File: src/rtl/clk_src_sel_pkg.sv
package clk_src_sel_pkg;

  typedef enum logic [1:0] {
    SRC_RC  = 2'b00,
    SRC_OSC = 2'b01,
    SRC_AUX = 2'b10
  } wdogSrc_e;

  typedef struct packed {
    logic load;      // software write this cycle
    logic allowSet;  // gated bits may be set
    logic dropOsc;   // oscillator lost: clear gated bits
  } selStrobe_t;

  function automatic wdogSrc_e decodeWdog(input logic auxSel, input logic oscSel);
    if (auxSel) return SRC_AUX;
    else if (oscSel) return SRC_OSC;
    else return SRC_RC;
  endfunction

endpackage

File: src/rtl/clk_src_sel_ctrl.sv
module clk_src_sel_ctrl
  import clk_src_sel_pkg::*;
(
  input  logic       wrEn,
  input  logic       oscReady,
  output selStrobe_t strobe
);

  always_comb begin
    strobe.load     = wrEn;
    strobe.allowSet = oscReady;
    strobe.dropOsc  = !oscReady;
  end

endmodule

File: src/rtl/clk_src_sel_dp.sv
module clk_src_sel_dp
  import clk_src_sel_pkg::*;
#(
  parameter int DATA_W      = 8,
  parameter int TIMER_BIT   = 1,
  parameter int WDOG_LO_BIT = 0,
  parameter int WDOG_HI_BIT = 2
) (
  input  logic              clk,
  input  logic              rstN,
  input  selStrobe_t        strobe,
  input  logic [DATA_W-1:0] wrData,
  input  logic              oscReady,
  output logic [DATA_W-1:0] cfgWord,
  output logic              timerSrc,
  output logic [1:0]        wdogSrc,
  output logic              timerRestart,
  output logic              wdogRestart
);

  logic [DATA_W-1:0] cfgNext;

  // One next-state cell per word bit; the variant depends on the bit's role.
  for (genvar i = 0; i < DATA_W; i++) begin : gBit
    if (i == TIMER_BIT || i == WDOG_LO_BIT) begin : gGated
      always_comb begin
        if (strobe.dropOsc)    cfgNext[i] = 1'b0;
        else if (strobe.load)  cfgNext[i] = wrData[i] & strobe.allowSet;
        else                   cfgNext[i] = cfgWord[i];
      end
    end else if (i == WDOG_HI_BIT) begin : gFree
      always_comb cfgNext[i] = strobe.load ? wrData[i] : cfgWord[i];
    end else begin : gZero
      always_comb cfgNext[i] = 1'b0;
    end
  end

  wdogSrc_e wdogCur, wdogNext;
  always_comb begin
    wdogCur  = decodeWdog(cfgWord[WDOG_HI_BIT], cfgWord[WDOG_LO_BIT]);
    wdogNext = decodeWdog(cfgNext[WDOG_HI_BIT], cfgNext[WDOG_LO_BIT]);
  end

  always_ff @(posedge clk or negedge rstN) begin
    if (!rstN) begin
      cfgWord      <= '0;
      timerRestart <= 1'b0;
      wdogRestart  <= 1'b0;
    end else begin
      cfgWord      <= cfgNext;
      timerRestart <= cfgNext[TIMER_BIT] != cfgWord[TIMER_BIT];
      wdogRestart  <= wdogNext != wdogCur;
    end
  end

  assign timerSrc = cfgWord[TIMER_BIT];
  assign wdogSrc  = wdogCur;

  AST_TIMER_SET_NEEDS_OSC: assert property (@(posedge clk) disable iff (!rstN)
    $rose(cfgWord[TIMER_BIT]) |-> $past(oscReady));
  AST_TIMER_DROP: assert property (@(posedge clk) disable iff (!rstN)
    !oscReady |=> !cfgWord[TIMER_BIT]);
  AST_TIMER_PULSE_ON_CHANGE: assert property (@(posedge clk) disable iff (!rstN)
    (cfgWord[TIMER_BIT] != $past(cfgWord[TIMER_BIT])) |-> timerRestart);
  AST_TIMER_PULSE_ONLY_ON_CHANGE: assert property (@(posedge clk) disable iff (!rstN)
    timerRestart |-> (cfgWord[TIMER_BIT] != $past(cfgWord[TIMER_BIT])));
  AST_WDOG_CODE_LEGAL: assert property (@(posedge clk) disable iff (!rstN)
    wdogSrc != 2'b11);
  AST_WDOG_LO_DROP: assert property (@(posedge clk) disable iff (!rstN)
    !oscReady |=> !cfgWord[WDOG_LO_BIT]);
  AST_AUX_MASKS_LO: assert property (@(posedge clk) disable iff (!rstN)
    (cfgWord[WDOG_HI_BIT] && $past(cfgWord[WDOG_HI_BIT])) |-> !wdogRestart);
  AST_LO_RESTARTS: assert property (@(posedge clk) disable iff (!rstN)
    (!cfgWord[WDOG_HI_BIT] && !$past(cfgWord[WDOG_HI_BIT])
     && (cfgWord[WDOG_LO_BIT] != $past(cfgWord[WDOG_LO_BIT]))) |-> wdogRestart);
  AST_AUX_RESTARTS: assert property (@(posedge clk) disable iff (!rstN)
    (cfgWord[WDOG_HI_BIT] != $past(cfgWord[WDOG_HI_BIT])) |-> wdogRestart);

endmodule

File: src/rtl/clk_src_sel.sv
module clk_src_sel
  import clk_src_sel_pkg::*;
#(
  parameter int DATA_W      = 8,
  parameter int TIMER_BIT   = 1,
  parameter int WDOG_LO_BIT = 0,
  parameter int WDOG_HI_BIT = 2
) (
  input  logic              clk,
  input  logic              rstN,
  input  logic              wrEn,
  input  logic [DATA_W-1:0] wrData,
  input  logic              oscReady,
  output logic [DATA_W-1:0] rdData,
  output logic              timerSrc,
  output logic [1:0]        wdogSrc,
  output logic              timerRestart,
  output logic              wdogRestart
);

  selStrobe_t strobe;

  clk_src_sel_ctrl uCtrl (
    .wrEn     (wrEn),
    .oscReady (oscReady),
    .strobe   (strobe)
  );

  clk_src_sel_dp #(
    .DATA_W      (DATA_W),
    .TIMER_BIT   (TIMER_BIT),
    .WDOG_LO_BIT (WDOG_LO_BIT),
    .WDOG_HI_BIT (WDOG_HI_BIT)
  ) uDp (
    .clk          (clk),
    .rstN         (rstN),
    .strobe       (strobe),
    .wrData       (wrData),
    .oscReady     (oscReady),
    .cfgWord      (rdData),
    .timerSrc     (timerSrc),
    .wdogSrc      (wdogSrc),
    .timerRestart (timerRestart),
    .wdogRestart  (wdogRestart)
  );

endmodule

File: config.mk
export PLATFORM = sky130hd
export DESIGN_NAME = clk_src_sel
export DESIGN_NICKNAME = d
export VERILOG_FILES = /design/src/rtl/clk_src_sel_pkg.sv /design/src/rtl/clk_src_sel_ctrl.sv /design/src/rtl/clk_src_sel_dp.sv /design/src/rtl/clk_src_sel.sv
export SDC_FILE = /design/constraint.sdc
export NUM_CORES = 1
export LEC_CHECK = 0
export BUFFER_PORTS_ARGS = -buffer_cell sky130_fd_sc_hd__buf_4
export CORE_AREA = 2 2 39 41
export DETAILED_ROUTE_END_ITERATION = 10
export DIE_AREA = 0 0 41 43
export GPL_TIMING_DRIVEN = 0
export PLACE_DENSITY_LB_ADDON = 0.08
export SLEW_MARGIN = 30
export SYNTH_ARGS = -nofsm -noshare
export SYNTH_HDL_FRONTEND = slang
export SYNTH_SLANG_ARGS = --single-unit
File: constraint.sdc
create_clock -name clk -period 2.1 [get_ports clk]
set_input_delay 0.21 -clock clk [delete_from_list [all_inputs] [get_ports clk]]
set_output_delay 0.21 -clock clk [all_outputs]
set_load 0.01 [all_outputs]
==> metrics.md, run 1 <==
| Metric | Value |
|---|---|
| Outcome | completed |
| Final setup viols | 0 |
| Slowest cell on crit path | dfrtp_1 |
| WP data required | between 1500 and 2000 ps |
| Average wire per standard cell | 8.90 um |
| CP max stage delay | around 440 ps |
| Critical Path AT | 1030 ps |
| CP Class | flip-flop to primary output |
| Layout cells sized above 1 | 0.519 |
| Most frequent cells in the layout | 20 x buf_4, 5 x conb_1, 5 x dfrtp_1, 3 x inv_1, 3 x clkbuf_4 |
| CTS root buffer | clkbuf_4 |
| CTS tree | yes |
| Max Fanout on Critical Path | 6 |
| Fmax | 806 MHz |
| TritonRoute pass-1 iters | 2 |
| Die Area | approximately 1800 um^2 |
| Via count | between 200 and 300 |
| Antenna cells | 0 |
| Die span in x | a little over 40 um |
| Cell Chain, Critical Path | nor2b_1 > buf_4 |
| Worst Hold Class | primary input to flip-flop |
| Peak VDD IR | approximately 0.16 mV |
| Final nets | 67 |
| Count of pins over their slew limit | 0 |
| Vias per cell | approximately 3.7 |
| R2R Setup Slk | 1200 ps |
| Final Total Pwr | 291 uW |
| Clock Latency Late Sink | 230 ps |
| Core Area | 1380 um^2 |
| Leakage Power | 0.263 nW |
| Critical path endpoint category | primary output |
| Initial Util | 0.233 |
| RSZ-0062 raised after global routing | no |
| Vias in the first global route | 272 |
| Area grow syn2layout | 52.3% |
| Die H | roughly 43 um |
| Port Buffer Count | 13 |
| GRT Overall Usage | 0.0886 |
| Synth unique cells | 17 |
| Placer Congestion | between 0.6 and 0.7 |
| GR Overflow Total | 0 |
| Crit path time final | roughly 1200 ps |
| Routed Antenna Nets | 0 |
| Setup TNS | 0 ps |
| Hold_ws | about 240 ps |
| Row cnt | 14 |
| # fillers | between 100 and 150 |
| Final Cycle Share | 0.591 |
| Synth warn | 0 |
| Most common cell after layout, fill and taps aside | buf_4 |
| Mapped Area | 323 um^2 |
| Worst Setup Start Kind | flip-flop |
| Total CTS buffers | 3 |
| Top Ports | 25 |
| Largest net degree at the start of global routing | 9 |
| Resized Gates After CTS | 0 |
| Power Dens Cells | about 600 nW/um^2 |
| WL final | just over 600 um |
| DRC violations left | 0 |
| Maxcap violations | 0 |
| Max clock buf depth | 2 |
| Clock Pin Slew Worst Setup and Hold Paths | 40 ps |
| Number of synthesized register bits | 5 |
| Initial antenna violation count | 0 |
| H-tree depth | 1 |
| Seq/Total Area, Yosys | 0.388 |
| First-pass GRT wire length | a little over 1000 um |
| Hold Vio Cnt, Final | 0 |
| Clk_skew | around 0.031 ps |
| Mapped Avg Cell Area | ~10 um^2 |
| Synth Instances | 32 |
| Total clock sinks | 5 |
| Post-DP HPWL | about 500 um |
| Iteration-0 DRC Markers | 1 |
==> worst max-delay path, delay by kind of cell (launching register included) <==
kind                   cells  cell delay [ps]
buffers and inverters      1              160
AND/OR/NAND/NOR            1              210
flip-flops                 1              440
==> cells by family (layout without fill, tap and decap cells) <==
family,count (synthesis),in the layout,share of synthesized area
mux,3,3,0.0969
buf+inv,11,29,0.233
flops,5,5,0.388
simple gates,7,7,0.143
other cells,1,5,0.0116
compound gates,5,5,0.128
==> sequential cells by signal (all words and copies together), names as in the netlist <==
name	flops
uDp.timerRestart	1
uDp.cfgWord	3
uDp.wdogRestart	1
==> per-layer routing <==
| metal | global-route usage | routed length [um] | up-vias | part of all wire |
|---|---|---|---|---|
| met5 | 0 | 0 | - | 0 |
| met4 | 0.0800 | 15 | 0 | 0.024 |
| met3 | 0.0157 | 65 | 2 | 0.10 |
| met2 | 0.128 | 280 | 13 | 0.45 |
| met1 | 0.104 | 262 | 109 | 0.42 |
| li1 | - | - | 137 | - |
==> path summary, 6_finish.rpt <==
path	start	cells after the start	endpoint
worst max-delay path	uDp.cfgWord[2]	2	wdogSrc[0]
worst min-delay path	wrData[2]	2	uDp.cfgWord[2]
worst max register to register	uDp.cfgWord[2]	3	uDp.wdogRestart
worst min register to register	uDp.cfgWord[1]	1	uDp.timerRestart
max in group asynchronous	rstN	2	uDp.timerRestart
min in group asynchronous	rstN	2	uDp.cfgWord[0]
==> cell type report <==
type	instances	area, um^2	area share
buffer	8	63.8	0.130
timing repair buffer	14	108	0.219
inverter	3	11.3	0.0229
sequential	5	125	0.254
clock buffer	4	26.3	0.0534
tap	16	20.0	0.0407
multi-input combinational	20	138	0.280
==> through the flow <==
stage | area [um^2] | std cells | setup WS (ps) | utilization
final | 492 | 70 | 859 | 0.355
after global routing | 492 | 70 | 782 | 0.355
after CTS | 492 | 70 | 845 | 0.355
after detailed placement | 455 | 65 | 1110 | 0.329
after global placement | 455 | 65 | 1110 | 0.329
after floorplan | 338 | 36 | 1130 | -
==> power breakdown <==
group	switching, mW	internal (mW)	total [mW]	leakage, nW
Clock	0.0332	0.0714	0.105	0.0150
Combinational	0.0313	0.0436	0.0750	0.184
Sequential	0.00682	0.105	0.111	0.0640
Total	0.0713	0.220	0.291	0.263
==> cells in the mapped netlist (all sizes together) <==
master | count | area share
buf | 8 | 0.20
dfrtp | 5 | 0.39
inv | 3 | 0.035
nor2b | 3 | 0.081
o21ai | 3 | 0.058
mux2i | 2 | 0.062
nor2 | 2 | 0.023
a31oi | 1 | 0.019
conb | 1 | 0.012
mux2 | 1 | 0.035
nand3 | 1 | 0.015
nand3b | 1 | 0.023
o311ai | 1 | 0.050
==> what timing repair did <==
item                      CTS  global route
hold buffers                1             0
buffers inserted            0             0
hold endpoints to repair    5             0
Note: power is estimated with default switching activity, not from simulation.
==> run 2: changes to the inputs <==
Clock period 2.1 ns to 1.1 ns, I/O delays scaled along.
==> run 2 against run 1 <==
Effect of this change:
- utilization rose by 1.7 points
- cell count increased by 2.9%
- die area unchanged
- combinational power grew 110%
- sequential power grew 93%
- critical path type unchanged
==> metrics.md, run 2 (same netlist as run 1, synthesis figures left out) <==
| Metric | Value |
|---|---|
| DRC violations left | 0 |
| GRT Overall Usage | 0.0927 |
| GR Overflow Total | 0 |
| Critical Path AT | roughly 950 ps |
| # fillers | between 100 and 150 |
| Total CTS buffers | 3 |
| Clock Latency Late Sink | around 230 ps |
| Non-Filler Instances | 72 |
| Power Dens Cells | ~1100 nW/um^2 |
| Die Area | between 1500 and 2000 um^2 |
| Maxcap violations | 0 |
| Hold Vio Cnt, Final | 0 |
| Sw frac | 0.250 |
| Regs by FF count | uDp.cfgWord (3), uDp.timerRestart (1), uDp.wdogRestart (1) |
| Antenna cells | 0 |
| Total clock sinks | 5 |
| Most frequent cells in the layout | 22 x buf_4, 5 x conb_1, 4 x dfrtp_1, 3 x inv_1, 3 x clkbuf_4 |
| Internal power | ~430 uW |
| Outcome | completed |
| Iteration-0 DRC Markers | 0 |
| Placed cells | 65 |
| Max clock buf depth | 2 |
| Clock share of power | 0.352 |
| CTS root buffer | clkbuf_4 |
| Sequential group share of total power | 0.373 |
| Crit path time final | about 1100 ps |
| Final Cycle Share | 0.962 |
| Via count | approximately 270 |
| Average wire per standard cell | about 9.4 um |
| Slowest cell on crit path | dfrtp_2 |
| Largest register FFs | 3 |
| Peak VDD IR | 0.333 mV |
| Fraction of power consumed by combinational cells | 0.275 |
| Vias per cell | around 3.8 |
| CP Class | flip-flop to primary output |
| Cell Chain, Critical Path | buf_4 > buf_4 |
| Vias in the first global route | between 200 and 300 |
| Post-DP HPWL | between 500 and 600 um |
| WP data required | ~990 ps |
| Placer Congestion | 0.624 |
| RSZ-0062 raised after global routing | no |
| Layout cells sized above 1 | 0.571 |
| Placed inst area | approximately 460 um^2 |
| Top Ports | 25 |
| Final setup viols | 0 |
| CP max stage delay | 440 ps |
| NetSw | ~140 uW |
| Worst Hold Class | primary input to flip-flop |
| Final core utilization | 0.373 |
| TritonRoute pass-1 iters | 1 |
| Max Fanout on Critical Path | 5 |
| Initial Util | 0.233 |
| Critical path endpoint category | primary output |
| Largest Register | uDp.cfgWord |
| Fmax | between 900 and 1000 MHz |
| Final Total Pwr | ~570 uW |
| Count of pins over their slew limit | 0 |
| First-pass GRT wire length | roughly 1100 um |
| Die H | 43 um |
| Port Buffer Count | 13 |
| Most common cell after layout, fill and taps aside | buf_4 |
| Core Area | about 1400 um^2 |
| Setup TNS | 0 ps |
| Initial antenna violation count | 0 |
| Routed Antenna Nets | 0 |
| Final nets | 69 |
| Leakage Power | around 0.27 nW |
| CTS tree | yes |
| Largest net degree at the start of global routing | 9 |
| Area grow syn2layout | 59.7% |
| Worst Setup Start Kind | flip-flop |
| Most Frequent Cell on Critical Path | buf_4 |
| Row cnt | 14 |
| Die span in x | roughly 41 um |
| Clock Pin Slew Worst Setup and Hold Paths | about 40 ps |
| Design area | ~520 um^2 |
| H-tree depth | 1 |
| Clk_skew | between 0.06 and 0.07 ps |
| WL final | between 600 and 700 um |
-- run 2: changes by cell type in the layout (fill, tap and decap cells not counted), sizes merged --
cell,before,now
buf,21,23
-- run 2: cell type report --
class | instances | area (um^2) | area share
sequential | 5 | 126 | 0.245
tap | 16 | 20.0 | 0.0388
timing repair buffer | 16 | 123 | 0.238
multi-input combinational | 20 | 145 | 0.282
clock buffer | 4 | 26.3 | 0.0510
buffer | 8 | 63.8 | 0.124
inverter | 3 | 11.3 | 0.0218
-- run 2: worst paths after layout --
| path | startpoint | to | slack, ps | cells past startpoint |
|---|---|---|---|---|
| min in group asynchronous | rstN | uDp.cfgWord[0] | 210 | 2 |
| min reg2reg | uDp.cfgWord[1] | uDp.timerRestart | 540 | 1 |
| max | uDp.cfgWord[2] | wdogSrc[1] | 40 | 2 |
| max reg2reg | uDp.cfgWord[2] | uDp.cfgWord[2] | 130 | 2 |
| min | wrData[2] | uDp.cfgWord[2] | 150 | 2 |
| max in group asynchronous | rstN | uDp.cfgWord[2] | 770 | 2 |
-- run 2: what timing repair did --
| item | in CTS | in global routing |
|---|---|---|
| setup endpoints to repair | 1 | 1 |
| hold endpoints to repair | 5 | 0 |
| setup buffers | 0 | 2 |
| hold buffers | 1 | 0 |
| gates resized for setup | 2 | 1 |
-- run 2: stage by stage --
| stage | hold WS, ps | worst slack [ps] |
|---|---|---|
| 2_1_floorplan | -186 | 127 |
| 3_3_place_gp | -88.6 | 214 |
| 3_5_place_dp | -88.4 | 211 |
| 4_1_cts | 129 | 12.7 |
| 5_1_grt | 148 | 5.19 |
| 6_report | 146 | 41.5 |
-- run 2: per-layer routing --
metal	part of all wire	up-vias	track usage	wire length (um)
met5	0	-	0	0
met4	0.022	0	0.0800	15
met3	0.096	2	0.0157	65
met2	0.48	13	0.138	324
met1	0.40	115	0.107	272
li1	-	143	-	-
-- run 2: worst max-delay path: cells and delay by family (launching register included) --
| family | cells | cell delay, ps |
|---|---|---|
| buf+inv | 2 | 270 |
| flops | 1 | 440 |
-- run 2: power by group through the flow --
stage | Combinational [mW] | Clock (mW) | Sequential, mW
2_1_floorplan | 0.0725 | 0 | 0.221
5_1_grt | 0.173 | 0.226 | 0.216
3_3_place_gp | 0.139 | 0 | 0.214
6_report | 0.158 | 0.202 | 0.214
4_1_cts | 0.145 | 0.208 | 0.214
3_5_place_dp | 0.140 | 0 | 0.216
==> run 3: changes to the inputs <==
Settings changed: PLACE_DENSITY from default to 0.53, PLACE_DENSITY_LB_ADDON 0.08 to default.
Clock period 1.1 ns to 1.4 ns, I/O delays scaled along.
==> run 3 against run 2 <==
Effect of this change:
- utilization down 1.7 points
- critical path type unchanged
- sequential power down 22%
- flip-flop and latch count unchanged
- highest routed layer is now met3
- clock power down 18%
- largest power group unchanged
==> metrics.md, run 3 (same netlist as run 1, synthesis figures left out) <==
| Metric | Value |
|---|---|
| Area grow syn2layout | 52.3% |
| Clock Pin Slew Worst Setup and Hold Paths | about 40 ps |
| Setup TNS | 0 ps |
| Clk_skew | between 1 and 1.5 ps |
| Worst Setup Start Kind | flip-flop |
| Largest Register | uDp.cfgWord |
| Met2 routed WL | approximately 310 um |
| Regs by FF count | uDp.cfgWord (3), uDp.timerRestart (1), uDp.wdogRestart (1) |
| Final setup viols | 0 |
| Final Cycle Share | 0.837 |
| Max Fanout on Critical Path | 6 |
| Die Area | 1760 um^2 |
| Most frequent cells in the layout | 20 x buf_4, 5 x conb_1, 5 x dfrtp_1, 3 x inv_1, 3 x clkbuf_4 |
| CTS tree | yes |
| Placer Congestion | between 0.5 and 0.6 |
| Worst setup margin | around 230 ps |
| Vias per cell | roughly 3.8 |
| DRC violations left | 0 |
| CP Class | flip-flop to primary output |
| Layout cells sized above 1 | 0.519 |
| Total clock sinks | 5 |
| Worst Hold Class | primary input to flip-flop |
| Area of the multi-input gates | between 100 and 150 um^2 |
| Max clock buf depth | 2 |
| Maxcap violations | 0 |
| Critical Path AT | ~1000 ps |
| Leakage Power | about 0.26 nW |
| # fillers | approximately 170 |
| Reg2reg path depth | 3 |
| Post-DP HPWL | 480 um |
| Largest net degree at the start of global routing | 9 |
| Routed wl met3 | roughly 75 um |
| Hold depth | 2 |
| CTS root buffer | clkbuf_4 |
| Initial antenna violation count | 0 |
| WP data required | approximately 1300 ps |
| Hold Vio Cnt, Final | 0 |
| Slowest cell on crit path | dfrtp_1 |
| Average wire per standard cell | 8.64 um |
| Via count | between 200 and 300 |
| Die H | about 43 um |
| Initial Util | 0.233 |
| Met1 Wirelength | 218 um |
| Crit path time final | ~1200 ps |
| GR Overflow Total | 0 |
| H-tree depth | 1 |
| Total CTS buffers | 3 |
| Antenna cells | 0 |
| Clock Latency Late Sink | approximately 240 ps |
| Resized Gates After CTS | 0 |
| Cell Chain, Critical Path | nor2b_1 > buf_4 |
| Outcome | completed |
| Fmax | between 800 and 900 MHz |
| GRT Overall Usage | 0.0812 |
| Top Ports | 25 |
| Top sig layer | met3 |
| Final nets | 67 |
| First-pass GRT wire length | approximately 900 um |
| Iteration-0 DRC Markers | 0 |
| Routed Antenna Nets | 0 |
| Most common cell after layout, fill and taps aside | buf_4 |
| Count of pins over their slew limit | 0 |
| Power Dens Cells | ~900 nW/um^2 |
| Critical path endpoint category | primary output |
| Largest register FFs | 3 |
| Register area | about 130 um^2 |
| Vias in the first global route | between 200 and 250 |
| CP max stage delay | ~430 ps |
| RSZ-0062 raised after global routing | no |
| Die span in x | ~41 um |
| Port Buffer Count | 13 |
| WL final | approximately 610 um |
| Setup Slack @ Placement | between 400 and 500 ps |
| Core Area | 1380 um^2 |
| TritonRoute pass-1 iters | 1 |
| Peak VDD IR | 0.426 mV |
| Row cnt | 14 |
| Final core utilization | 0.355 |
## run 3: final timing paths
| kind | start | to | slack (ps) |
|---|---|---|---|
| max in group asynchronous | rstN | uDp.cfgWord[1] | 1060 |
| worst min-delay path | wrData[2] | uDp.cfgWord[2] | 150 |
| worst max-delay path | uDp.cfgWord[2] | wdogSrc[0] | 230 |
| worst max register to register | uDp.cfgWord[2] | uDp.wdogRestart | 510 |
| min in group asynchronous | rstN | uDp.cfgWord[2] | 240 |
| worst min register to register | uDp.cfgWord[1] | uDp.timerRestart | 530 |
## run 3: per-stage QoR
| step | cell area (um^2) | std cells | hold slack [ps] | power (mW) |
|---|---|---|---|---|
| finish | 492 | 70 | 146 | 0.445 |
| global placement | 455 | 65 | -55.0 | 0.279 |
| floorplan | 338 | 36 | -156 | 0.230 |
| CTS | 492 | 70 | 142 | 0.454 |
| detailed placement | 455 | 65 | -55.7 | 0.280 |
| global route | 492 | 70 | 147 | 0.476 |
## run 3: repair_timing
| item | 4_1_cts | 5_1_grt |
|---|---|---|
| hold buffers | 1 | 0 |
| endpoints found under the hold margin | 5 | 0 |
| buffers inserted | 0 | 0 |
## run 3: worst max-delay path: cells and delay by family (launching register included)
kind                   cells  cell delay (ps)
and+or+nand+nor            1              200
DFF                        1              430
buffers and inverters      1              150
## run 3: cell type report
type                            instances  area share
Inverter                                3      0.0229
Timing Repair Buffer                   14       0.219
Tap cell                               16      0.0407
Sequential cell                         5       0.254
Multi-Input combinational cell         20       0.280
Buffer                                  8       0.130
Clock buffer                            4      0.0534
## run 3: routing by layer
| metal | vias up | track usage |
|---|---|---|
| met3 | 0 | 0.0785 |
| met1 | 118 | 0.0737 |
| li1 | 135 | - |
| met4 | 0 | 0.0400 |
| met2 | 10 | 0.116 |
| met5 | - | 0 |
## run 3: power by group
group	internal, mW	total [mW]	switching [mW]	leakage [nW]
Clock	0.108	0.166	0.0584	0.0150
Sequential	0.157	0.167	0.00993	0.0640
Combinational	0.0654	0.112	0.0462	0.184
Total	0.330	0.445	0.115	0.263
